$ cat src/rtl/dpc_pkg.sv
package dpc_pkg;

    typedef enum logic [3:0] {
        S_IDLE,
        S_LOAD,
        S_PAD,
        S_MAP,
        S_DETECT,
        S_SCAN,
        S_FEED,
        S_WAIT,
        S_DEMAP,
        S_EMIT
    } state_t;

    // eight same-colour neighbours, one fixed fill value fed to the median
    localparam int NB_CNT = 8;
    localparam int NB_W   = $clog2(NB_CNT);
    localparam int MED_N  = NB_CNT + 1;

    function automatic int nb_drow(input int n);
        case (n)
            0, 1, 2: return -2;
            3, 4:    return 0;
            default: return 2;
        endcase
    endfunction

    function automatic int nb_dcol(input int n);
        case (n)
            0, 3, 5: return -2;
            1, 6:    return 0;
            default: return 2;
        endcase
    endfunction

endpackage

$ cat src/rtl/dpc_classify.sv
module dpc_classify
    import dpc_pkg::*;
#(
    parameter int PIX_W  = 8,
    parameter int THRESH = 30
) (
    input  logic [PIX_W-1:0]               center,
    input  logic [NB_CNT-1:0][PIX_W-1:0]   nbrs,
    output logic                           defect
);

    localparam logic [PIX_W:0] TH_X = (PIX_W+1)'(THRESH);

    logic [PIX_W-1:0] hi_v, lo_v;
    logic [PIX_W:0]   upper, center_up;

    always_comb begin
        hi_v = nbrs[0];
        lo_v = nbrs[0];
        for (int n = 1; n < NB_CNT; n++) begin
            if (nbrs[n] > hi_v) hi_v = nbrs[n];
            if (nbrs[n] < lo_v) lo_v = nbrs[n];
        end
        // one extra bit: the sum never wraps, and the low test is rearranged to avoid a subtraction
        upper     = {1'b0, hi_v} + TH_X;
        center_up = {1'b0, center} + TH_X;
        defect    = ({1'b0, center} > upper) || (center_up < {1'b0, lo_v});
    end

endmodule

$ cat src/rtl/dpc_median.sv
module dpc_median #(
    parameter int PIX_W = 8,
    parameter int N     = 9
) (
    input  logic             clk,
    input  logic             rst_n,
    input  logic             en,
    input  logic [PIX_W-1:0] din,
    output logic             done,
    output logic [PIX_W-1:0] med
);

    localparam int JW = $clog2(N);

    logic [PIX_W-1:0] vals [N];
    logic [JW-1:0]    cnt;
    logic [JW-1:0]    cnt_nx1;
    logic             sorting;
    logic             swp;
    logic             gt;

    assign cnt_nx1 = cnt + 1'b1;
    assign gt      = sorting && (vals[cnt] > vals[cnt_nx1]);

    // value storage: serial fill, then one compare-exchange per cycle
    always_ff @(posedge clk) begin
        if (!sorting && en) begin
            vals[cnt] <= din;
        end else if (gt) begin
            vals[cnt]     <= vals[cnt_nx1];
            vals[cnt_nx1] <= vals[cnt];
        end
    end

    always_ff @(posedge clk or negedge rst_n) begin
        if (!rst_n) begin
            cnt     <= '0;
            sorting <= 1'b0;
            swp     <= 1'b0;
            done    <= 1'b0;
            med     <= '0;
        end else begin
            done <= 1'b0;
            if (!sorting) begin
                if (en) begin
                    if (cnt == JW'(N - 1)) begin
                        cnt     <= '0;
                        sorting <= 1'b1;
                        swp     <= 1'b0;
                    end else begin
                        cnt <= cnt_nx1;
                    end
                end
            end else begin
                if (gt) swp <= 1'b1;
                if (cnt == JW'(N - 2)) begin
                    cnt <= '0;
                    if (!swp && !gt) begin
                        // a full pass without exchange: the list is ordered
                        sorting <= 1'b0;
                        done    <= 1'b1;
                        med     <= vals[N/2];
                    end else begin
                        swp <= 1'b0;
                    end
                end else begin
                    cnt <= cnt_nx1;
                end
            end
        end
    end

endmodule

$ cat src/rtl/dpc_core.sv
module dpc_core
    import dpc_pkg::*;
#(
    parameter int IMG_W    = 8,
    parameter int IMG_H    = 8,
    parameter int PIX_W    = 8,
    parameter int THRESH   = 30,
    parameter int FILL_VAL = 127
) (
    input  logic             clk,
    input  logic             rst_n,
    input  logic             mod_en,
    input  logic [PIX_W-1:0] pix_in,
    output logic             out_valid,
    output logic [PIX_W-1:0] pix_out
);

    localparam int NPIX  = IMG_W * IMG_H;
    localparam int PAD_W = IMG_W + 4;
    localparam int PAD_H = IMG_H + 4;
    localparam int PAD_N = PAD_W * PAD_H;
    localparam int IW    = $clog2(PAD_N);
    localparam int NIW   = $clog2(NPIX);
    localparam int KW    = $clog2(MED_N);
    localparam logic [PIX_W-1:0] FILL = PIX_W'(FILL_VAL);

    state_t state, state_nx;

    logic [PIX_W-1:0] img [NPIX];
    logic [PIX_W-1:0] pad [PAD_N];
    logic [NPIX-1:0]  dmap;

    logic [IW-1:0]    idx;
    logic [NIW-1:0]   nidx;
    logic [KW-1:0]    k;
    logic             at_last;
    logic [IW-1:0]    ctr;
    int               row, col;

    logic [NB_CNT-1:0][PIX_W-1:0] nb_pack;
    logic [NB_CNT-1:0]            nb_flag;
    logic                         is_def;
    logic                         med_en;
    logic [PIX_W-1:0]             med_din;
    logic                         med_done;
    logic [PIX_W-1:0]             med_q;
    logic [NB_W-1:0]              ksel;

    assign nidx    = idx[NIW-1:0];
    assign at_last = (state == S_PAD) ? (idx == IW'(PAD_N - 1)) : (idx == IW'(NPIX - 1));

    // centre and neighbour positions in the framed buffer
    always_comb begin
        row = int'(nidx) / IMG_W;
        col = int'(nidx) % IMG_W;
        ctr = IW'((row + 2) * PAD_W + col + 2);
        for (int n = 0; n < NB_CNT; n++) begin
            automatic int nr = row + nb_drow(n);
            automatic int nc = col + nb_dcol(n);
            nb_pack[n] = pad[IW'((nr + 2) * PAD_W + nc + 2)];
            nb_flag[n] = 1'b0;
            if (nr >= 0 && nr < IMG_H && nc >= 0 && nc < IMG_W)
                nb_flag[n] = dmap[NIW'(nr * IMG_W + nc)];
        end
    end

    dpc_classify #(
        .PIX_W  (PIX_W),
        .THRESH (THRESH)
    ) u_cls (
        .center (pad[ctr]),
        .nbrs   (nb_pack),
        .defect (is_def)
    );

    assign ksel    = k[NB_W-1:0];
    assign med_en  = (state == S_FEED);
    assign med_din = (k >= KW'(NB_CNT) || nb_flag[ksel]) ? FILL : nb_pack[ksel];

    dpc_median #(
        .PIX_W (PIX_W),
        .N     (MED_N)
    ) u_med (
        .clk   (clk),
        .rst_n (rst_n),
        .en    (med_en),
        .din   (med_din),
        .done  (med_done),
        .med   (med_q)
    );

    // state register
    always_ff @(posedge clk or negedge rst_n) begin
        if (!rst_n) state <= S_IDLE;
        else        state <= state_nx;
    end

    // transitions
    always_comb begin
        state_nx = state;
        unique case (state)
            S_IDLE:   if (mod_en)            state_nx = S_LOAD;
            S_LOAD:   if (mod_en && at_last) state_nx = S_PAD;
            S_PAD:    if (at_last)           state_nx = S_MAP;
            S_MAP:    if (at_last)           state_nx = S_DETECT;
            S_DETECT: if (at_last)           state_nx = S_SCAN;
            S_SCAN: begin
                if (dmap[nidx])   state_nx = S_FEED;
                else if (at_last) state_nx = S_DEMAP;
            end
            S_FEED:   if (k == KW'(MED_N - 1)) state_nx = S_WAIT;
            S_WAIT:   if (med_done) state_nx = at_last ? S_DEMAP : S_SCAN;
            S_DEMAP:  if (at_last)           state_nx = S_EMIT;
            S_EMIT:   if (at_last)           state_nx = S_IDLE;
            default:                         state_nx = S_IDLE;
        endcase
    end

    // index, feed counter and output registers
    always_ff @(posedge clk or negedge rst_n) begin
        if (!rst_n) begin
            idx       <= '0;
            k         <= '0;
            out_valid <= 1'b0;
            pix_out   <= '0;
        end else begin
            out_valid <= 1'b0;
            unique case (state)
                S_IDLE, S_LOAD: begin
                    if (mod_en) idx <= at_last ? '0 : idx + 1'b1;
                end
                S_PAD, S_MAP, S_DETECT, S_DEMAP: begin
                    idx <= at_last ? '0 : idx + 1'b1;
                end
                S_SCAN: begin
                    k <= '0;
                    if (!dmap[nidx]) idx <= at_last ? '0 : idx + 1'b1;
                end
                S_FEED: begin
                    k <= k + 1'b1;
                end
                S_WAIT: begin
                    if (med_done) idx <= at_last ? '0 : idx + 1'b1;
                end
                S_EMIT: begin
                    out_valid <= 1'b1;
                    pix_out   <= img[nidx];
                    idx       <= at_last ? '0 : idx + 1'b1;
                end
                default: idx <= '0;
            endcase
        end
    end

    // image, framed buffer and defect map
    always_ff @(posedge clk) begin
        if ((state == S_IDLE || state == S_LOAD) && mod_en) img[nidx] <= pix_in;
        if (state == S_PAD)                   pad[idx]   <= FILL;
        if (state == S_MAP)                   pad[ctr]   <= img[nidx];
        if (state == S_DETECT)                dmap[nidx] <= is_def;
        if (state == S_WAIT && med_done)      pad[ctr]   <= med_q;
        if (state == S_DEMAP)                 img[nidx]  <= pad[ctr];
    end

endmodule

$ cat config.mk
export PLATFORM = sky130hd
export DESIGN_NAME = dpc_core
export DESIGN_NICKNAME = d
export VERILOG_FILES = /design/src/rtl/dpc_pkg.sv /design/src/rtl/dpc_classify.sv /design/src/rtl/dpc_median.sv /design/src/rtl/dpc_core.sv
export SDC_FILE = /design/constraint.sdc
export NUM_CORES = 2
export LEC_CHECK = 0
export BUFFER_PORTS_ARGS = -buffer_cell sky130_fd_sc_hd__buf_2
export CAP_MARGIN = 20
export CORE_MARGIN = 2
export CORE_UTILIZATION = 31
export CTS_CLUSTER_SIZE = 25
export DETAILED_ROUTE_END_ITERATION = 12
export GPL_ROUTABILITY_DRIVEN = 0
export PLACE_DENSITY = 0.57
export RECOVER_POWER = 50
export SKIP_CTS_REPAIR_TIMING = 1
export SLEW_MARGIN = 20
export SYNTH_ARGS = -nofsm -noshare
export SYNTH_HDL_FRONTEND = slang
export SYNTH_SLANG_ARGS = --single-unit
$ cat constraint.sdc
create_clock -name clk -period 25.6 [get_ports clk]
set_clock_uncertainty 0.1 [all_clocks]
set_input_delay 5.12 -clock clk [delete_from_list [all_inputs] [get_ports clk]]
set_output_delay 5.12 -clock clk [all_outputs]
set_load 0.01 [all_outputs]
### Yosys cells after proc, flatten, opt, wreduce, memory -nomap -nowiden

Memory sizes are Yosys's and may differ from the RTL's. A register that Yosys moved wholly into a read port is not among the register bits.
Index checks and enable logic that the tools add are counted.

| storage, ports and cells | value |
|---|---|
| flip-flop bits (word level) | 96 |
| RAM bits | 1736 |
| input bits | 11 |
| output and inout bits | 9 |
| logic and storage cells | 284 |
| memories kept | 3 |

Memories:

| memory | words | bits a word | read ports | clocked after Yosys merged registers in | wr ports | RTL line | RTL |
|---|---|---|---|---|---|---|---|
| pad | 144 | 8 | 9 | 0 | 1 | dpc_core.sv:30 | `logic [PIX_W-1:0] pad [PAD_N];` |
| img | 64 | 8 | 1 | 0 | 1 | dpc_core.sv:29 | `logic [PIX_W-1:0] img [NPIX];` |
| u_med.vals | 9 | 8 | 3 | 1 | 2 | dpc_median.sv:15 | `logic [PIX_W-1:0] vals [N];` |

| cells by class | value |
|---|---|
| add/subtract/negate cells | 37 |
| multiply operators | 3 |
| $lt $le $gt $ge | 41 |
| eq/ne operators | 26 |
| mux-type cells | 116 |
| bitwise gates (word level) | 4 |
| reductions and logical operators | 44 |

Operators with widths:

| operator | count |
|---|---|
| 2-to-1 mux 8 bit | 25 |
| adder 8 x 3 -> 8 bit, second input constant | 8 |
| bitwise mux 64 bit | 1 |
| greater-than comparator 8 bit | 8 |
| less-than comparator 6 x 8 -> 1 bit, second input constant | 8 |
| 2-to-1 mux 4 bit | 16 |
| 2-to-1 mux 1 bit | 59 |
| less-than comparator 8 bit | 7 |
| binary-select mux 1 bit (select 6 bit) | 9 |
| one-hot mux 4 bit (10 select lines) | 1 |
| one-hot mux 8 bit (5 select lines) | 1 |
| adder 8 x 4 -> 8 bit | 4 |
| adder 8 x 5 -> 8 bit | 4 |
| logical AND 1 bit | 26 |
| binary-select mux 8 bit (select 3 bit) | 1 |
| equality test 4 x 3 -> 1 bit, second input constant | 5 |
| != test 2 bit, second input constant | 10 |
| adder 6 x 4 -> 6 bit | 3 |
| adder 6 x 5 -> 6 bit | 3 |
| adder 8 x 5 -> 9 bit, second input constant | 2 |
| equality test 4 bit, second input constant | 4 |
| adder 4 x 2 -> 5 bit, second input constant | 3 |
| adder 6 bit | 2 |
| less-than comparator 3 x 4 -> 1 bit, second input constant | 3 |
| 41 further kinds | 58 |

### Logic depth before layout (Yosys ltp)

An unclocked memory read counts as a cell.

| logic depth | value |
|---|---|
| depth after elaboration | 24 |
| depth in mapped cells | 118 |
| gate-level depth less buffers | 99 |

### Modules after synthesis

A second synthesis with hierarchy kept.

| unflattened totals | value |
|---|---|
| cells, all modules | 7370 |
| area, all modules | 109784.0 um^2 |

Modules (own cells, without submodules):

| module | times used | cells an instance | area each (um^2) | seq. area each (um^2) |
|---|---|---|---|---|
| dpc_core | 1 | 6257 | 99002.5 | 52515.4 |
| dpc_median | 1 | 427 | 5754.3 | 2537.4 |
| dpc_classify | 1 | 686 | 5027.3 | 0.0 |

### Worst setup path before layout

Ideal clock, no wire load.

| timing path | value |
|---|---|
| path type | reg-to-reg |
| from | register idx[1] |
| to | register dmap[0], data pin |
| library setup time | 0.702 ns |
| arrival time | 25.103 ns |
| required time | 24.798 ns |
| path slack | -0.304 ns |
| cell stages (with the launch flop) | 114 |
| path buffers | 20 |
| clock period less this slack | 25.904 ns |
| cell sequence | dfrtp_1 > inv_1 > buf_2 > buf_1 > clkbuf_1 > clkbuf_1 > buf_1 > buf_2 > buf_2 > buf_2 > buf_2 > buf_2 > ha_1 > ha_1 > or3_1 > nand2_1 > buf_2 > clkbuf_1 > (+78 left out) > a2111oi_4 > o22ai_1 > and2_1 > buf_6 > mux2_4 > ha_1 > nor2b_1 > o21ai_0 > nand2b_1 > a21oi_1 > nor2b_1 > o21ai_0 > nand2b_1 > a21oi_1 > nor2b_1 > o22ai_1 > a41o_1 > o21ai_0 |

| on the way | value |
|---|---|
| cells in the longest elaborated chain, start to end | 22 |
| elaborated cells between the ends (all ways) | 60 |
| those cells by class | add/sub: 22; order compare: 18; mux: 17; reduce/logical: 2; memory: 1 |

Ends and longest elaborated chain:

| element | RTL line | RTL |
|---|---|---|
| from (decl) | dpc_core.sv:33 | `logic [IW-1:0] idx;` |
| from (signal assigned) | dpc_core.sv:130 | `if (mod_en) idx <= at_last ? '0 : idx + 1'b1;` |
| from (signal assigned) | dpc_core.sv:133 | `idx <= at_last ? '0 : idx + 1'b1;` |
| from (signal assigned) | dpc_core.sv:137 | `if (!dmap[nidx]) idx <= at_last ? '0 : idx + 1'b1;` |
| adder 4 x 2 -> 5 bit | dpc_core.sv:59 | `automatic int nc = col + nb_dcol(n);` |
| adder 8 x 5 -> 8 bit | dpc_core.sv:60 | `nb_pack[n] = pad[IW'((nr + 2) * PAD_W + nc + 2)];` |
| adder 8 x 3 -> 8 bit | dpc_core.sv:60 |  |
| memory (144 x 8 bit) * | - |  |
| greater-than comparator 8 bit | dpc_classify.sv:21 | `if (nbrs[n] > hi_v) hi_v = nbrs[n];` |
| 2-to-1 mux 8 bit | dpc_classify.sv:21 |  |
| greater-than comparator 8 bit | dpc_classify.sv:21 |  |
| 2-to-1 mux 8 bit | dpc_classify.sv:21 |  |
| (+7 left out) | - |  |
| 2-to-1 mux 8 bit | dpc_classify.sv:21 |  |
| greater-than comparator 8 bit | dpc_classify.sv:21 |  |
| 2-to-1 mux 8 bit | dpc_classify.sv:21 |  |
| adder 8 x 5 -> 9 bit | dpc_classify.sv:25 | `upper = {1'b0, hi_v} + TH_X;` |
| greater-than comparator 8 x 9 -> 1 bit | dpc_classify.sv:27 | `defect = ({1'b0, center} > upper) \|\| (center_up < {1'b0, lo_v});` |
| logical OR 1 bit * | dpc_classify.sv:27 |  |
| net is_def | dpc_core.sv:42 | `logic is_def;` |
| bitwise mux 64 bit * | dpc_core.sv:160 | `if (state == S_DETECT) dmap[nidx] <= is_def;` |
| to (signal, indexed assignment) | dpc_core.sv:160 |  |
| to (decl) | dpc_core.sv:31 | `logic [NPIX-1:0] dmap;` |

The timed path passes the listed nets; every way through them passes the cells marked *.
A chain may end at the register's enable or synchronous reset.

### Worst setup path in the final report

| timing path | value |
|---|---|
| from | register idx[1] |
| to | register dmap[34], data pin |

Same word-level chain as after synthesis.

==> impl.org <==
** Routing
- For this run, the detailed router's first-pass iteration total came to 9.
- Dividing the detail-routed wire length by the instance count gives 29.0 µm.
- Vias after detailed routing :: 64,900
- Residual DRC :: 0
- In this run the remaining antenna-violating nets after routing total 0.
- The highest metal layer carrying signal wires in the routed design is met4.
- In the final routing, the length of wire on met1 measures between 100,000 and 150,000 µm.
- Summed over all layers, the routed wires come to 331,000 µm.
- Metal2 WL :: 150,000 µm
- First DRT Iteration DRCs :: 8,986
- Via-to-Cell Ratio :: 5.70
- In the detailed route, the total length drawn on met3 is 31,300 µm.

** Clocking
- No sink is reached through more buffers than the 4 on the longest clock path.
- Count of clock tree sinks :: 1,840
- CTS tree :: yes
- The root buffer cell chosen for the clock tree is sky130_fd_sc_hd__clkbuf_16.
- H-tree Lvls :: 4
- Clock-pin slew was measured on the worst setup and hold paths at 0.06 ns.
- Clock latency on the worst-skew pair :: a little over 0.9 ns
- In this run, CTS created clock tree buffers numbering approximately 200.

** Critical path
- Critical Path Source Type :: register
- Largest delay share family, worst path :: compound AO/OA/AOI/OAI gates
- Worst path required time :: 26.00 ns
- The worst setup path is captured at a register.
- The number of buffers and inverters on the critical path is 6.
- Most frequent cell on the critical path :: sky130_fd_sc_hd__o21ai_0
- On the worst path, the slowest cell contributes a delay of 1.30 ns.
- R2r setup slk :: 1.90 ns
- Slowest cell on crit path :: sky130_fd_sc_hd__fa_4
- STA puts the critical path data arrival time at 24.10 ns.
- Worst Path Max Fanout :: slightly below 90
- Class of the most critical setup path :: register to register

** Floorplan
- Die Ht :: around 570 µm
- In this run the core area contains ~210 standard-cell rows.
- After floorplanning, the core was sized to cover ~0.32 mm².
- 20 I/O pins were placed.
- The floorplan step defined a die boundary enclosing 0.323 mm².
- Die width :: 568 µm
- Starting utilization of the core area :: 0.311

** Layout
- Number of filler instances in the final layout :: 30,500
- The sequential cells in the finished layout cover a total of 0.0551 mm².
- Layout Nets :: 7,238
- Area growth from synthesis to layout :: 11.3%
- Post-Layout Inst Area :: between 0.1 and 0.15 mm²
- In the final layout, the multi-input gates occupy around 0.042 mm².
- Fraction of final layout cells sized beyond drive strength 1 :: 0.206

** Placed design
- After legalization and detailed placement, the total HPWL measured 234,000 µm.
- Port Buf Inserts :: 19
- Once placement finished, the instance area stood at 0.104 mm².
- Post-Place Setup Slack :: 2.75 ns

** Timing
- Final Hold Viols :: 0
- Worst slew margin relative to its limit :: -1.89
- Post-Route Setup TNS :: 0 ns
- Minimum clock period after layout :: 23.70 ns
- Worst Max-Slew Pin Slew :: 4.33 ns
- The count of final max-slew check failures is 1,134.
- Final worst-path cycle share :: 0.926
- On the final layout, the worst hold slack is between 0.4 and 0.5 ns.
- Setup violations remaining at the end of the flow were counted as 0.
- Setup slack on the critical path of the routed design comes to 1.90 ns.
- Setup repair after global routing left no endpoint under its margin.
- Maximum operating frequency :: ~0.042 GHz

** Status
- The final reports fail on max-capacitance violations, max-slew violations.
- Result of the run :: complete, but fails checks

** GRT
- Number of global-route vias before repair :: between 60,000 and 70,000
- The number of antenna violations at the first check in global routing was 10.
- Maximum number of pins on one net before global-route repair :: 175
- Remaining global-route overflow :: 0
- Across every metal layer, demand over resource in global routing totals 0.199.
- The first global-routing pass estimated 466,000 µm of wire.

** Synth
- Mapped Avg Cell Area :: 13.8 µm²
- Total of flip-flops plus latches after synthesis :: 1,840
- Number of warnings printed during yosys synthesis :: 0
- In the synthesized netlist the dominant register cell turns out to be sky130_fd_sc_hd__edfxtp_1.
- Number of nets in the synthesized netlist :: between 7,000 and 8,000
- Sequential-to-total area share from yosys stat :: 0.557
- Count of flip-flops with a built-in enable after synthesis :: 1,800
- Fraction of synthesis flops using an asynchronous set or reset pin :: 0.0217
- Area of the mapped netlist :: between 0.09 and 0.1 mm²
- After technology mapping, the gate count stands at around 7,200.
- Number of library cell types mapped by synthesis :: 103

** Hold path
- In this run the worst hold path is classified as register to register.

** Run
- Max-Cap Viols :: 19
-- per-stage QoR --
step,instances,utilization
after floorplan,7153,-
after global placement,11000,0.327
after detailed placement,11000,0.327
after CTS,11400,0.346
after global routing,11400,0.346
final,11400,0.346
-- per-layer routing --
metal | up-vias | global-route usage
li1 | 27600 | -
met1 | 33300 | 0.257
met2 | 3396 | 0.312
met3 | 708 | 0.0470
met4 | 0 | 0.0978
met5 | - | 0
-- final timing paths --
check                                             from                endpoint  cells past startpoint
worst min register to register  pix_out[0]$_DFFE_PN0P_  pix_out[0]$_DFFE_PN0P_                      1
max in group asynchronous                        rst_n      idx[1]$_DFFE_PN0P_                      1
worst max register to register      idx[1]$_DFFE_PN0P_      dmap[34]$_DFFE_PP_                     94
worst max-delay path                idx[1]$_DFFE_PN0P_      dmap[34]$_DFFE_PP_                     94
worst min-delay path            pix_out[0]$_DFFE_PN0P_  pix_out[0]$_DFFE_PN0P_                      1
min in group asynchronous                        rst_n  pix_out[2]$_DFFE_PN0P_                      1
-- synth_stat cells, types with 11 or more instances --
cell type,number,area share
sky130_fd_sc_hd__nand3b_1,11,0.00084
sky130_fd_sc_hd__nor3_1,31,0.0016
sky130_fd_sc_hd__a21oi_1,399,0.020
sky130_fd_sc_hd__nor2b_1,42,0.0027
sky130_fd_sc_hd__and3_1,21,0.0013
sky130_fd_sc_hd__nand2_1,651,0.025
sky130_fd_sc_hd__buf_6,11,0.0013
sky130_fd_sc_hd__a31oi_1,27,0.0017
sky130_fd_sc_hd__inv_1,125,0.0048
sky130_fd_sc_hd__nor2_1,803,0.031
sky130_fd_sc_hd__o21ai_1,25,0.0013
sky130_fd_sc_hd__buf_2,75,0.0038
sky130_fd_sc_hd__o22ai_1,11,0.00070
sky130_fd_sc_hd__xor2_1,25,0.0022
sky130_fd_sc_hd__nand2b_1,24,0.0015
sky130_fd_sc_hd__o31ai_1,16,0.0012
sky130_fd_sc_hd__mux4_2,611,0.14
sky130_fd_sc_hd__buf_1,104,0.0040
sky130_fd_sc_hd__ha_1,157,0.020
sky130_fd_sc_hd__edfxtp_1,1800,0.55
sky130_fd_sc_hd__mux2_2,370,0.042
sky130_fd_sc_hd__clkbuf_1,255,0.0097
sky130_fd_sc_hd__xnor2_1,44,0.0039
sky130_fd_sc_hd__and2_1,16,0.0010
sky130_fd_sc_hd__dfrtp_1,40,0.010
sky130_fd_sc_hd__nand3_1,53,0.0027
sky130_fd_sc_hd__a21o_1,31,0.0024
sky130_fd_sc_hd__mux2i_1,690,0.070
sky130_fd_sc_hd__a22oi_1,12,0.00091
sky130_fd_sc_hd__o211ai_1,52,0.0040
sky130_fd_sc_hd__o21a_1,32,0.0024
sky130_fd_sc_hd__o21ai_0,307,0.016
sky130_fd_sc_hd__a211oi_1,80,0.0061
-- layout make-up --
class | instances | area share
antenna | 5 | 0.000114
clock buffer | 241 | 0.0464
clock inverter | 103 | 0.00949
inverter | 136 | 0.00471
multi-input combinational | 4723 | 0.379
sequential | 1840 | 0.501
tap | 4180 | 0.0476
timing repair buffer | 170 | 0.0117
-- placed cells by master, fill, tap and decap left out, types with 53 or more instances in the layout --
cell type / synthesis / layout
sky130_fd_sc_hd__a211oi_1: 80 / 80
sky130_fd_sc_hd__a21oi_1: 399 / 396
sky130_fd_sc_hd__buf_4: 9 / 126
sky130_fd_sc_hd__clkbuf_1: 255 / 59
sky130_fd_sc_hd__clkbuf_16: 0 / 196
sky130_fd_sc_hd__edfxtp_1: 1800 / 1800
sky130_fd_sc_hd__ha_1: 157 / 157
sky130_fd_sc_hd__inv_1: 125 / 126
sky130_fd_sc_hd__mux2_2: 370 / 370
sky130_fd_sc_hd__mux2i_1: 690 / 690
sky130_fd_sc_hd__mux4_2: 611 / 611
sky130_fd_sc_hd__nand2_1: 651 / 644
sky130_fd_sc_hd__nand3_1: 53 / 53
sky130_fd_sc_hd__nor2_1: 803 / 802
sky130_fd_sc_hd__o21ai_0: 307 / 308
-- flip-flops by register name, summed over array words and instances (netlist names) --
register / flops
out_valid: 1
pad: 1152
dmap: 64
u_med.sorting: 1
state: 4
u_med.cnt: 4
u_med.vals: 72
k: 4
u_med.done: 1
u_med.swp: 1
pix_out: 8
img: 512
idx: 8
u_med.med: 8
-- cell families (layout without fill, tap and decap cells) --
family          count (synthesis)  in the layout  share of synthesized area
mux                          1678           1678                      0.252
flops                        1840           1840                      0.557
buf+inv                       590            650                     0.0246
fa+ha+maj                     164            164                     0.0210
compound gates               1093           1093                     0.0663
other cells                     0              5                          0
xor+xnor                       71             71                    0.00645
simple gates                 1717           1717                     0.0719
-- worst register-to-register path, delay by kind of cell (launching register included) --
kind / cells / cell delay, ns
flops: 1 / 0.74
fa+ha+maj: 9 / 3.67
buf+inv: 6 / 1.23
simple gates: 27 / 6.00
compound gates: 45 / 9.32
mux: 7 / 2.29
Power is left out: the tool's default activity adds up to more than one toggle a clock period on the data nets, which glitch-free logic cannot reach.
